<file path="config.mk">
export PLATFORM = sky130hd
export DESIGN_NAME = memcfg_ctrl
export DESIGN_NICKNAME = d
export VERILOG_FILES = /design/src/rtl/memcfg_pkg.sv /design/src/rtl/memcfg_knock.sv /design/src/rtl/memcfg_bankregs.sv /design/src/rtl/memcfg_decode.sv /design/src/rtl/memcfg_ctrl.sv
export SDC_FILE = /design/constraint.sdc
export NUM_CORES = 1
export LEC_CHECK = 0
export ABC_AREA = 1
export BUFFER_PORTS_ARGS = -buffer_cell sky130_fd_sc_hd__buf_2
export CORE_MARGIN = 2
export CORE_UTILIZATION = 43
export DETAILED_ROUTE_END_ITERATION = 10
export GPL_TIMING_DRIVEN = 0
export HOLD_SLACK_MARGIN = 0.1
export PLACE_DENSITY = 0.78
export SETUP_SLACK_MARGIN = 0.02
export SKIP_CTS_REPAIR_TIMING = 1
export SYNTH_ARGS = -nofsm -noshare
export SYNTH_HDL_FRONTEND = slang
export SYNTH_HIERARCHICAL = 1
export SYNTH_SLANG_ARGS = --single-unit
</file>
<file path="constraint.sdc">
create_clock -name clk -period 1.2 [get_ports clk]
set_input_delay 0.12 -clock clk [delete_from_list [all_inputs] [get_ports clk]]
set_output_delay 0.12 -clock clk [all_outputs]
set_load 0.05 [all_outputs]
</file>
<file path="src/rtl/memcfg_pkg.sv">
package memcfg_pkg;

  typedef enum logic [0:0] {
    KNOCK_IDLE  = 1'b0,
    KNOCK_ARMED = 1'b1
  } knock_state_e;

  typedef struct packed {
    logic boot;
    logic iface;
    logic cram;
    logic io;
    logic ram;
  } region_sel_t;

  localparam int unsigned REGION_COUNT = $bits(region_sel_t);

endpackage

</file>
<file path="src/rtl/memcfg_knock.sv">
module memcfg_knock
  import memcfg_pkg::*;
#(
  parameter int unsigned ADDR_W = 16,
  parameter int unsigned DATA_W = 8,
  parameter logic [ADDR_W-1:0] KNOCK_ADDR = 16'hD02F,
  parameter logic [DATA_W-1:0] KEY_FIRST  = 8'hA5,
  parameter logic [DATA_W-1:0] KEY_SECOND = 8'h96
) (
  input  logic              clk,
  input  logic              rst,
  input  logic [ADDR_W-1:0] bus_addr,
  input  logic [DATA_W-1:0] bus_wdata,
  input  logic              bus_we,
  output logic              ext_mode
);

  knock_state_e state_q, state_d;
  logic         ext_d;
  logic         hit;

  assign hit = bus_we && (bus_addr == KNOCK_ADDR);

  always_comb begin
    state_d = state_q;
    ext_d   = ext_mode;
    if (hit) begin
      if (state_q == KNOCK_ARMED && bus_wdata == KEY_SECOND) begin
        ext_d   = 1'b1;
        state_d = KNOCK_IDLE;
      end else if (bus_wdata == KEY_FIRST) begin
        ext_d   = 1'b0;
        state_d = KNOCK_ARMED;
      end else begin
        ext_d   = 1'b0;
        state_d = KNOCK_IDLE;
      end
    end
  end

  always_ff @(posedge clk) begin
    if (rst) begin
      state_q  <= KNOCK_IDLE;
      ext_mode <= 1'b0;
    end else begin
      state_q  <= state_d;
      ext_mode <= ext_d;
    end
  end

  // unlocking needs the second key written to the knock register
  assert_unlock_key_R4: assert property (@(posedge clk) disable iff (rst)
    $rose(ext_mode) |-> $past(bus_we && bus_addr == KNOCK_ADDR && bus_wdata == KEY_SECOND));

  // any other knock-register write leaves legacy mode
  assert_other_value_locks_R5: assert property (@(posedge clk) disable iff (rst)
    (bus_we && bus_addr == KNOCK_ADDR && bus_wdata != KEY_SECOND) |=> !ext_mode);

  // idle bus cycles leave the mode unchanged
  assert_read_no_effect_R6: assert property (@(posedge clk) disable iff (rst)
    !bus_we |=> $stable(ext_mode));

endmodule

</file>
<file path="src/rtl/memcfg_bankregs.sv">
module memcfg_bankregs #(
  parameter int unsigned ADDR_W = 16,
  parameter logic [ADDR_W-1:0] PORT_ADDR   = 16'h0001,
  parameter logic [ADDR_W-1:0] CTRL_A_ADDR = 16'hD030,
  parameter logic [ADDR_W-1:0] CTRL_B_ADDR = 16'hD031
) (
  input  logic              clk,
  input  logic              rst,
  input  logic [ADDR_W-1:0] bus_addr,
  input  logic              bus_we,
  input  logic              ext_mode,
  input  logic              din_cram,
  input  logic              din_iface,
  input  logic              din_fast,
  output logic              boot_on,
  output logic              cram_en,
  output logic              iface_en,
  output logic              cpu_fast
);

  logic wr_port, wr_a, wr_b;

  assign wr_port = bus_we && (bus_addr == PORT_ADDR);
  assign wr_a    = bus_we && ext_mode && (bus_addr == CTRL_A_ADDR);
  assign wr_b    = bus_we && ext_mode && (bus_addr == CTRL_B_ADDR);

  always_ff @(posedge clk) begin
    if (rst) begin
      boot_on <= 1'b1;
    end else if (wr_port) begin
      boot_on <= 1'b0;
    end
  end

  always_ff @(posedge clk) begin
    if (rst) begin
      cram_en  <= 1'b0;
      iface_en <= 1'b0;
    end else if (wr_a) begin
      cram_en  <= din_cram;
      iface_en <= din_iface;
    end
  end

  always_ff @(posedge clk) begin
    if (rst) begin
      cpu_fast <= 1'b0;
    end else if (wr_b) begin
      cpu_fast <= din_fast;
    end
  end

  // the overlay only drops on a CPU port write
  assert_boot_clear_cause_R3: assert property (@(posedge clk) disable iff (rst)
    $fell(boot_on) |-> $past(bus_we && bus_addr == PORT_ADDR));

  // once off, the overlay stays off until reset
  assert_boot_stays_off_R3: assert property (@(posedge clk) disable iff (rst)
    !boot_on |=> !boot_on);

  // locked registers ignore writes
  assert_locked_write_R7: assert property (@(posedge clk) disable iff (rst)
    (bus_we && !ext_mode && (bus_addr == CTRL_A_ADDR || bus_addr == CTRL_B_ADDR))
      |=> ($stable(cram_en) && $stable(iface_en) && $stable(cpu_fast)));

  // leaving extended mode keeps the bank bits
  assert_bits_kept_R12: assert property (@(posedge clk) disable iff (rst)
    $fell(ext_mode) |-> ($stable(cram_en) && $stable(iface_en) && $stable(cpu_fast)));

endmodule

</file>
<file path="src/rtl/memcfg_decode.sv">
module memcfg_decode
  import memcfg_pkg::*;
#(
  parameter int unsigned ADDR_W = 16,
  parameter logic [ADDR_W-1:0] BOOT_LO  = 16'hE000,
  parameter logic [ADDR_W-1:0] BOOT_HI  = 16'hFFFF,
  parameter logic [ADDR_W-1:0] IFACE_LO = 16'hC000,
  parameter logic [ADDR_W-1:0] IFACE_HI = 16'hCFFF,
  parameter logic [ADDR_W-1:0] IO_LO    = 16'hD000,
  parameter logic [ADDR_W-1:0] IO_HI    = 16'hDFFF,
  parameter logic [ADDR_W-1:0] CRAM_LO  = 16'hDC00,
  parameter logic [ADDR_W-1:0] CRAM_HI  = 16'hDFFF
) (
  input  logic [ADDR_W-1:0] addr,
  input  logic              boot_on,
  input  logic              iface_en,
  input  logic              cram_en,
  output region_sel_t       sel
);

  logic in_boot, in_iface, in_io, in_cram;

  assign in_boot  = (addr >= BOOT_LO)  && (addr <= BOOT_HI);
  assign in_iface = (addr >= IFACE_LO) && (addr <= IFACE_HI);
  assign in_io    = (addr >= IO_LO)    && (addr <= IO_HI);
  assign in_cram  = (addr >= CRAM_LO)  && (addr <= CRAM_HI);

  always_comb begin
    sel = '0;
    if (boot_on && in_boot) begin
      sel.boot = 1'b1;
    end else if (iface_en && in_iface) begin
      sel.iface = 1'b1;
    end else if (cram_en && in_cram) begin
      sel.cram = 1'b1;
    end else if (in_io) begin
      sel.io = 1'b1;
    end else begin
      sel.ram = 1'b1;
    end
  end

endmodule

</file>
<file path="src/rtl/memcfg_ctrl.sv">
module memcfg_ctrl
  import memcfg_pkg::*;
#(
  parameter int unsigned ADDR_W    = 16,
  parameter int unsigned DATA_W    = 8,
  parameter int unsigned CRAM_BIT  = 0,
  parameter int unsigned IFACE_BIT = 5,
  parameter int unsigned FAST_BIT  = 6
) (
  input  logic              clk,
  input  logic              rst,
  input  logic [ADDR_W-1:0] bus_addr,
  input  logic [DATA_W-1:0] bus_wdata,
  input  logic              bus_we,
  output logic              sel_boot_rom,
  output logic              sel_iface_rom,
  output logic              sel_ext_cram,
  output logic              sel_io,
  output logic              sel_ram,
  output logic              ext_mode,
  output logic              cpu_fast
);

  logic        boot_on, cram_en, iface_en;
  region_sel_t sel;

  memcfg_knock #(.ADDR_W(ADDR_W), .DATA_W(DATA_W)) u_knock (
    .clk(clk), .rst(rst), .bus_addr(bus_addr), .bus_wdata(bus_wdata),
    .bus_we(bus_we), .ext_mode(ext_mode)
  );

  memcfg_bankregs #(.ADDR_W(ADDR_W)) u_bank (
    .clk(clk), .rst(rst), .bus_addr(bus_addr), .bus_we(bus_we),
    .ext_mode(ext_mode),
    .din_cram(bus_wdata[CRAM_BIT]), .din_iface(bus_wdata[IFACE_BIT]),
    .din_fast(bus_wdata[FAST_BIT]),
    .boot_on(boot_on), .cram_en(cram_en), .iface_en(iface_en), .cpu_fast(cpu_fast)
  );

  memcfg_decode #(.ADDR_W(ADDR_W)) u_dec (
    .addr(bus_addr), .boot_on(boot_on), .iface_en(iface_en),
    .cram_en(cram_en), .sel(sel)
  );

  assign sel_boot_rom  = sel.boot;
  assign sel_iface_rom = sel.iface;
  assign sel_ext_cram  = sel.cram;
  assign sel_io        = sel.io;
  assign sel_ram       = sel.ram;

  // exactly one target per address
  assert_one_region_R11: assert property (@(posedge clk) disable iff (rst)
    $countones({sel_boot_rom, sel_iface_rom, sel_ext_cram, sel_io, sel_ram}) == 1);

  // the top window goes to the boot ROM while the overlay holds
  assert_boot_window_R2: assert property (@(posedge clk) disable iff (rst)
    (boot_on && bus_addr >= 16'hE000) |-> sel_boot_rom);

endmodule

</file>
==> results.json, run 1 <==
{
  "status": "complete, no violations",
  "ios": 34,
  "grt_pass1_vias": 689,
  "diodes": 0,
  "grt_use_total_pct": 18.3,
  "num_vias": 762,
  "cts_root_buf": "clkbuf_4",
  "yosysUniqueCellTypes": 16,
  "crit_arrival_ns": 1.00,
  "chipHeight_microns": 42.1,
  "synth-edff-count": 0,
  "dieWidth_microns": 42.1,
  "clk_path_buf_depth": 2,
  "ys_seq_elements": 6,
  "ys.flop_type": "dfxtp_1",
  "fin_util_pct": 63.0,
  "netlist_instances": 110,
  "hpwl_mm": 1.25,
  "drt_iter0_drc": 5,
  "drv_cap": 0,
  "slew_viol_final": 0,
  "cts.sinks": 6,
  "setup_slack_ns": 0.0786,
  "dp_slack_ns": 0.222,
  "drive_gt1_share_pct": 37.0,
  "routedWlPerCell_microns": 9.22,
  "row_count": 13,
  "skew_ns": 0.00893,
  "leakage_nw": 0.460,
  "syn-mean-instance-area_sq_um": 5.66,
  "drc": 0,
  "final_cell_mix": "buf_2 (30), nand2_1 (27), nor2_1 (22)",
  "hold_viol": 0,
  "slew_headroom_pct": 82.3,
  "setup_viol": 0,
  "setup_tns_ns": 0,
  "grt_max_degree": 7,
  "worstPathRequired_ns": 1.08,
  "grt_pass1_wl_mm": 2.59,
  "clock.fmax_ghz": 0.892,
  "async_reset_ff_share_pct": 0,
  "tritoncts": "yes",
  "max-vdd-ir-drop_v": 0.000482,
  "min_period_over_period_pct": 93.5,
  "critPathMaxFanout": 2,
  "end_kind": "output pin",
  "post-route-min-period_ns": 1.12,
  "gp_congestion": 0.807,
  "finalWirelength_mm": 1.49,
  "initial_core_util_pct": 46.7,
  "netlist_area_sq_um": 623,
  "syn_to_final_growth_pct": 34.9,
  "drt-vias-per-instance": 4.73,
  "rsz0062_at_grt": "yes",
  "ctsHtreeMaxLevel": 1,
  "num-nets-final": 175,
  "numPortBuffers": 33,
  "design.core.area_sq_mm": 0.00133,
  "power_density_mw_per_mm2": 639,
  "critPathLaunchType": "register",
  "antenna_found_initial": 0,
  "cts_buffers": 3,
  "dr.pass1.iters": 3,
  "syn_nets": 137,
  "gr-total-overflow": 0,
  "clk_latency_ns": 0.24,
  "worstMarginPinSlew_ns": 0.264,
  "die_area_sq_mm": 0.00177,
  "min_path_type": "input port to register",
  "layout_commonest_cell": "buf_2",
  "ant_nets": 0,
  "synth_warnings": 6,
  "critPathKind": "register to output pin",
  "clk_pin_slew_ns": 0.05,
  "synth_seq_area_share_pct": 19.3
}
-- path summary, 6_finish.rpt --
check        slack (ns)               to  depth (start not counted)              from
min                0.13   u_bank/boot_on                          3               rst
max reg2reg        0.24  u_bank/cpu_fast                          7  u_knock/ext_mode
min reg2reg        0.45   u_bank/boot_on                          2    u_bank/boot_on
max                0.08     sel_ext_cram                          3    u_bank/cram_en
-- critical path: stages (launching register included) --
cell and delay [ns]:
dfxtp_1 0.33, inv_1 0.07, nor3_2 0.16, buf_4 0.21
-- where the power goes --
group	internal [mW]	leakage (nW)	switching (mW)
clock	0.113	0.0138	0.0745
sequential	0.200	0.0489	0.000000658
combinational	0.0581	0.397	0.0918
-- kinds of logic after synthesis --
group / after synthesis / share of synthesized area, %
buffers and inverters: 21 / 12.6
AOI/OAI and AO/OA: 3 / 2.41
and+or+nand+nor: 80 / 65.7
DFF: 6 / 19.3
-- layout make-up --
| type | instances | area (sq um) |
|---|---|---|
| clock buffers | 3 | 22.5 |
| inverters | 21 | 78.8 |
| repair buffers | 33 | 173 |
| flip-flops and latches | 6 | 121 |
| fillers | 147 | 493 |
| multi-input cells | 83 | 427 |
| well taps | 15 | 18.8 |
-- cells in the mapped netlist, types with 2 or more instances --
library cell  number  share of area, %
nand4_1            2               2.0
nor2_2             6               6.0
nor3_1             3               2.4
nor2_1            23                14
dfxtp_1            6                19
nand3_1            8               6.4
a21oi_1            3               2.4
nand2_1           27                16
inv_1             20                12
nand3_2            4               6.4
nor2_4             2               3.6
nand3b_1           2               2.4
-- state kept, by name, indices dropped and copies added, names as in the netlist --
signal            cells
u_bank/iface_en       1
u_knock/state_q       1
u_knock/ext_mode      1
u_bank/cram_en        1
u_bank/boot_on        1
u_bank/cpu_fast       1
-- metrics by stage --
step                      std cells  cell area [sq um]  hold slack [ns]  total power [mW]
after global routing            161                841            0.148             0.576
final                           161                841            0.127             0.537
after floorplan                 110                627            0.247             0.274
after global placement          158                811            0.373             0.348
after CTS                       161                833            0.121             0.546
after detailed placement        158                811            0.382             0.351
-- layer usage --
metal	share of wire (%)	global-route usage (%)	up-vias
met5	0	0	-
met4	2.1	11.3	0
li1	-	-	413
met3	7.8	1.72	4
met2	46	31.3	27
met1	44	21.9	318
(Power assumes the default switching activity.)
==> run 2: changes to the inputs <==
--- a/config.mk
+++ b/config.mk
@@ -5,14 +5,13 @@
 export SDC_FILE = /design/constraint.sdc
 export NUM_CORES = 1
 export LEC_CHECK = 0
-export ABC_AREA = 1
 export BUFFER_PORTS_ARGS = -buffer_cell sky130_fd_sc_hd__buf_2
-export CORE_MARGIN = 2
-export CORE_UTILIZATION = 43
+export CORE_AREA = 2 2 39 41
 export DETAILED_ROUTE_END_ITERATION = 10
+export DIE_AREA = 0 0 41 43
 export GPL_TIMING_DRIVEN = 0
 export HOLD_SLACK_MARGIN = 0.1
-export PLACE_DENSITY = 0.78
+export PLACE_DENSITY = 0.71
 export SETUP_SLACK_MARGIN = 0.02
 export SKIP_CTS_REPAIR_TIMING = 1
 export SYNTH_ARGS = -nofsm -noshare
==> run 2 against run 1 <==
  * Global-route usage decreased by 1.8 points
  * Via count decreased by 20%
  * The flow now finishes with violations (negative setup slack)
  * Hold slack got worse by 0.0031 ns
  * Register-to-register slack got worse by 0.27 ns
  * Critical endpoint is now u_bank/iface_en
  * Total power increased by 1.6%
  * Cell area decreased by 3.7%
==> results.json, run 2 <==
{
  "status": "complete, but fails checks",
  "violations": "negative setup slack",
  "num_vias": 608,
  "synth_seq_area_share_pct": 25.9,
  "syn-mean-instance-area_sq_um": 8.44,
  "drc": 0,
  "synth.area.top_cells": "dfxtp_1 (26%), nand2b_1 (8.1%), nor4bb_1 (6.5%), or3_4 (4.9%), or4_1 (4.9%)",
  "initial_core_util_pct": 33.5,
  "setup_slack_ns": -0.0530,
  "whs_ns": 0.123,
  "setup_tns_ns": -0.0822,
  "leakage_nw": 0.324,
  "ant_nets": 0,
  "netlist_instances": 55,
  "critPathLaunchType": "input port",
  "critPathMaxFanout": 3,
  "setup_viol": 3,
  "drive_gt1_share_pct": 60.9,
  "grt_pass1_vias": 529,
  "slew_headroom_pct": 79.5,
  "grt_pass1_wl_mm": 2.00,
  "end_kind": "register",
  "critPathKind": "input port to register",
  "finalWirelength_mm": 1.48,
  "power_density_mw_per_mm2": 674,
  "num-nets-final": 120,
  "diodes": 0,
  "routedWlPerCell_microns": 13.7,
  "worstMarginPinSlew_ns": 0.305,
  "post-route-min-period_ns": 1.25,
  "synth_common_cells": "dfxtp_1 (6), nand2b_1 (6), nand2_1 (4)",
  "dpl_cell_area_sq_um": 678,
  "layout_commonest_cell": "buf_2",
  "fin_util_pct": 58.5,
  "skew_ns": 0.00509,
  "gp_congestion": 0.738,
  "stdcell_count": 108,
  "cts_root_buf": "clkbuf_4",
  "ys_seq_elements": 6,
  "ios": 34,
  "yosysUniqueCellTypes": 25,
  "max-vdd-ir-drop_v": 0.000311,
  "die_area_sq_mm": 0.00176,
  "drv_cap": 0,
  "grt_max_degree": 10,
  "netlist_area_sq_um": 464,
  "numPortBuffers": 33,
  "clock.fmax_ghz": 0.798,
  "placed_cells": 104,
  "async_reset_ff_share_pct": 0,
  "ctsHtreeMaxLevel": 1,
  "synth_top_area_share_pct": 25.9,
  "synth_warnings": 6,
  "chipHeight_microns": 43,
  "power_mw": 0.546,
  "hold_viol": 0,
  "clk_path_buf_depth": 2,
  "crit_arrival_ns": 1.42,
  "drt_iter0_drc": 10,
  "hpwl_mm": 1.03,
  "yosys.area.top_type": "dfxtp_1",
  "dr.pass1.iters": 4,
  "cts.sinks": 6,
  "min_path_type": "input port to register",
  "rsz0062_at_grt": "yes",
  "clk_latency_ns": 0.25,
  "grt_use_total_pct": 16.5,
  "worst_hold_path.num_cells": 2,
  "gr-total-overflow": 0,
  "synth-edff-count": 0,
  "worstPathRequired_ns": 1.37,
  "cts_buffers": 3,
  "reg2reg_depth": 4,
  "dp_slack_ns": -0.303,
  "final_cell_area_sq_um": 810,
  "antenna_found_initial": 0,
  "min_period_over_period_pct": 104,
  "syn_to_final_growth_pct": 74.4,
  "final_cell_mix": "buf_2 (23), buf_6 (7), nand2b_1 (6)",
  "row_count": 14,
  "tritoncts": "yes",
  "slew_viol_final": 0,
  "clk_pin_slew_ns": 0.05,
  "syn_nets": 82,
  "design.core.area_sq_mm": 0.00138,
  "drt-vias-per-instance": 5.63,
  "dieWidth_microns": 41,
  "ys.flop_type": "dfxtp_1"
}
==> run 2: changes by cell type in the layout (fill, tap and decap cells not counted), sizes merged, moves of 3 or more <==
| cell | before | now |
|---|---|---|
| nor2 | 31 | 2 |
| nor3 | 5 | 1 |
| nand3 | 12 | 3 |
| nand2 | 27 | 4 |
| nor4 | 0 | 3 |
| nand2b | 0 | 6 |
| nor4bb | 0 | 3 |
| inv | 21 | 1 |
| or4 | 0 | 3 |
==> run 2: power breakdown <==
| group | internal, mW | switching, mW |
|---|---|---|
| registers | 0.197 | 0.000000422 |
| clock network | 0.126 | 0.0786 |
| logic | 0.0730 | 0.0706 |
==> run 2: cells by family after synthesis <==
| group | after synthesis | synth area share, % |
|---|---|---|
| simple gates | 38 | 56.9 |
| compound gates | 8 | 12.1 |
| flops | 6 | 25.9 |
| mux | 2 | 4.31 |
| buf+inv | 1 | 0.808 |
==> run 2: worst max-delay path, cell delays in order <==
cell     delay, ns
buf_2         0.10
or3b_4        0.40
or3_4         0.43
nor3_4        0.16
mux2i_1       0.21
==> run 2: cell type report <==
class                      instances  area [sq um]
sequential                         6           125
clock buffer                       4          26.3
inverter                           1          3.75
timing repair buffer              33           224
tap                               16          20.0
fill                             127           574
multi-input combinational         48           410
==> run 2: path summary, 6_finish.rpt <==
kind	startpoint	to	slack, ns
worst min-delay path	rst	u_knock/ext_mode	0.12
worst max-delay path	bus_addr[7]	u_bank/iface_en	-0.05
worst min register to register	u_bank/boot_on	u_bank/boot_on	0.47
worst max register to register	u_knock/ext_mode	u_bank/iface_en	-0.03
==> run 2: metal layers <==
metal	wire length, microns	up-vias	GRT usage, %
met3	133	2	3.14
met5	0	-	0
met2	701	33	27.2
met1	638	277	19.1
li1	-	296	-
met4	4	0	8.00
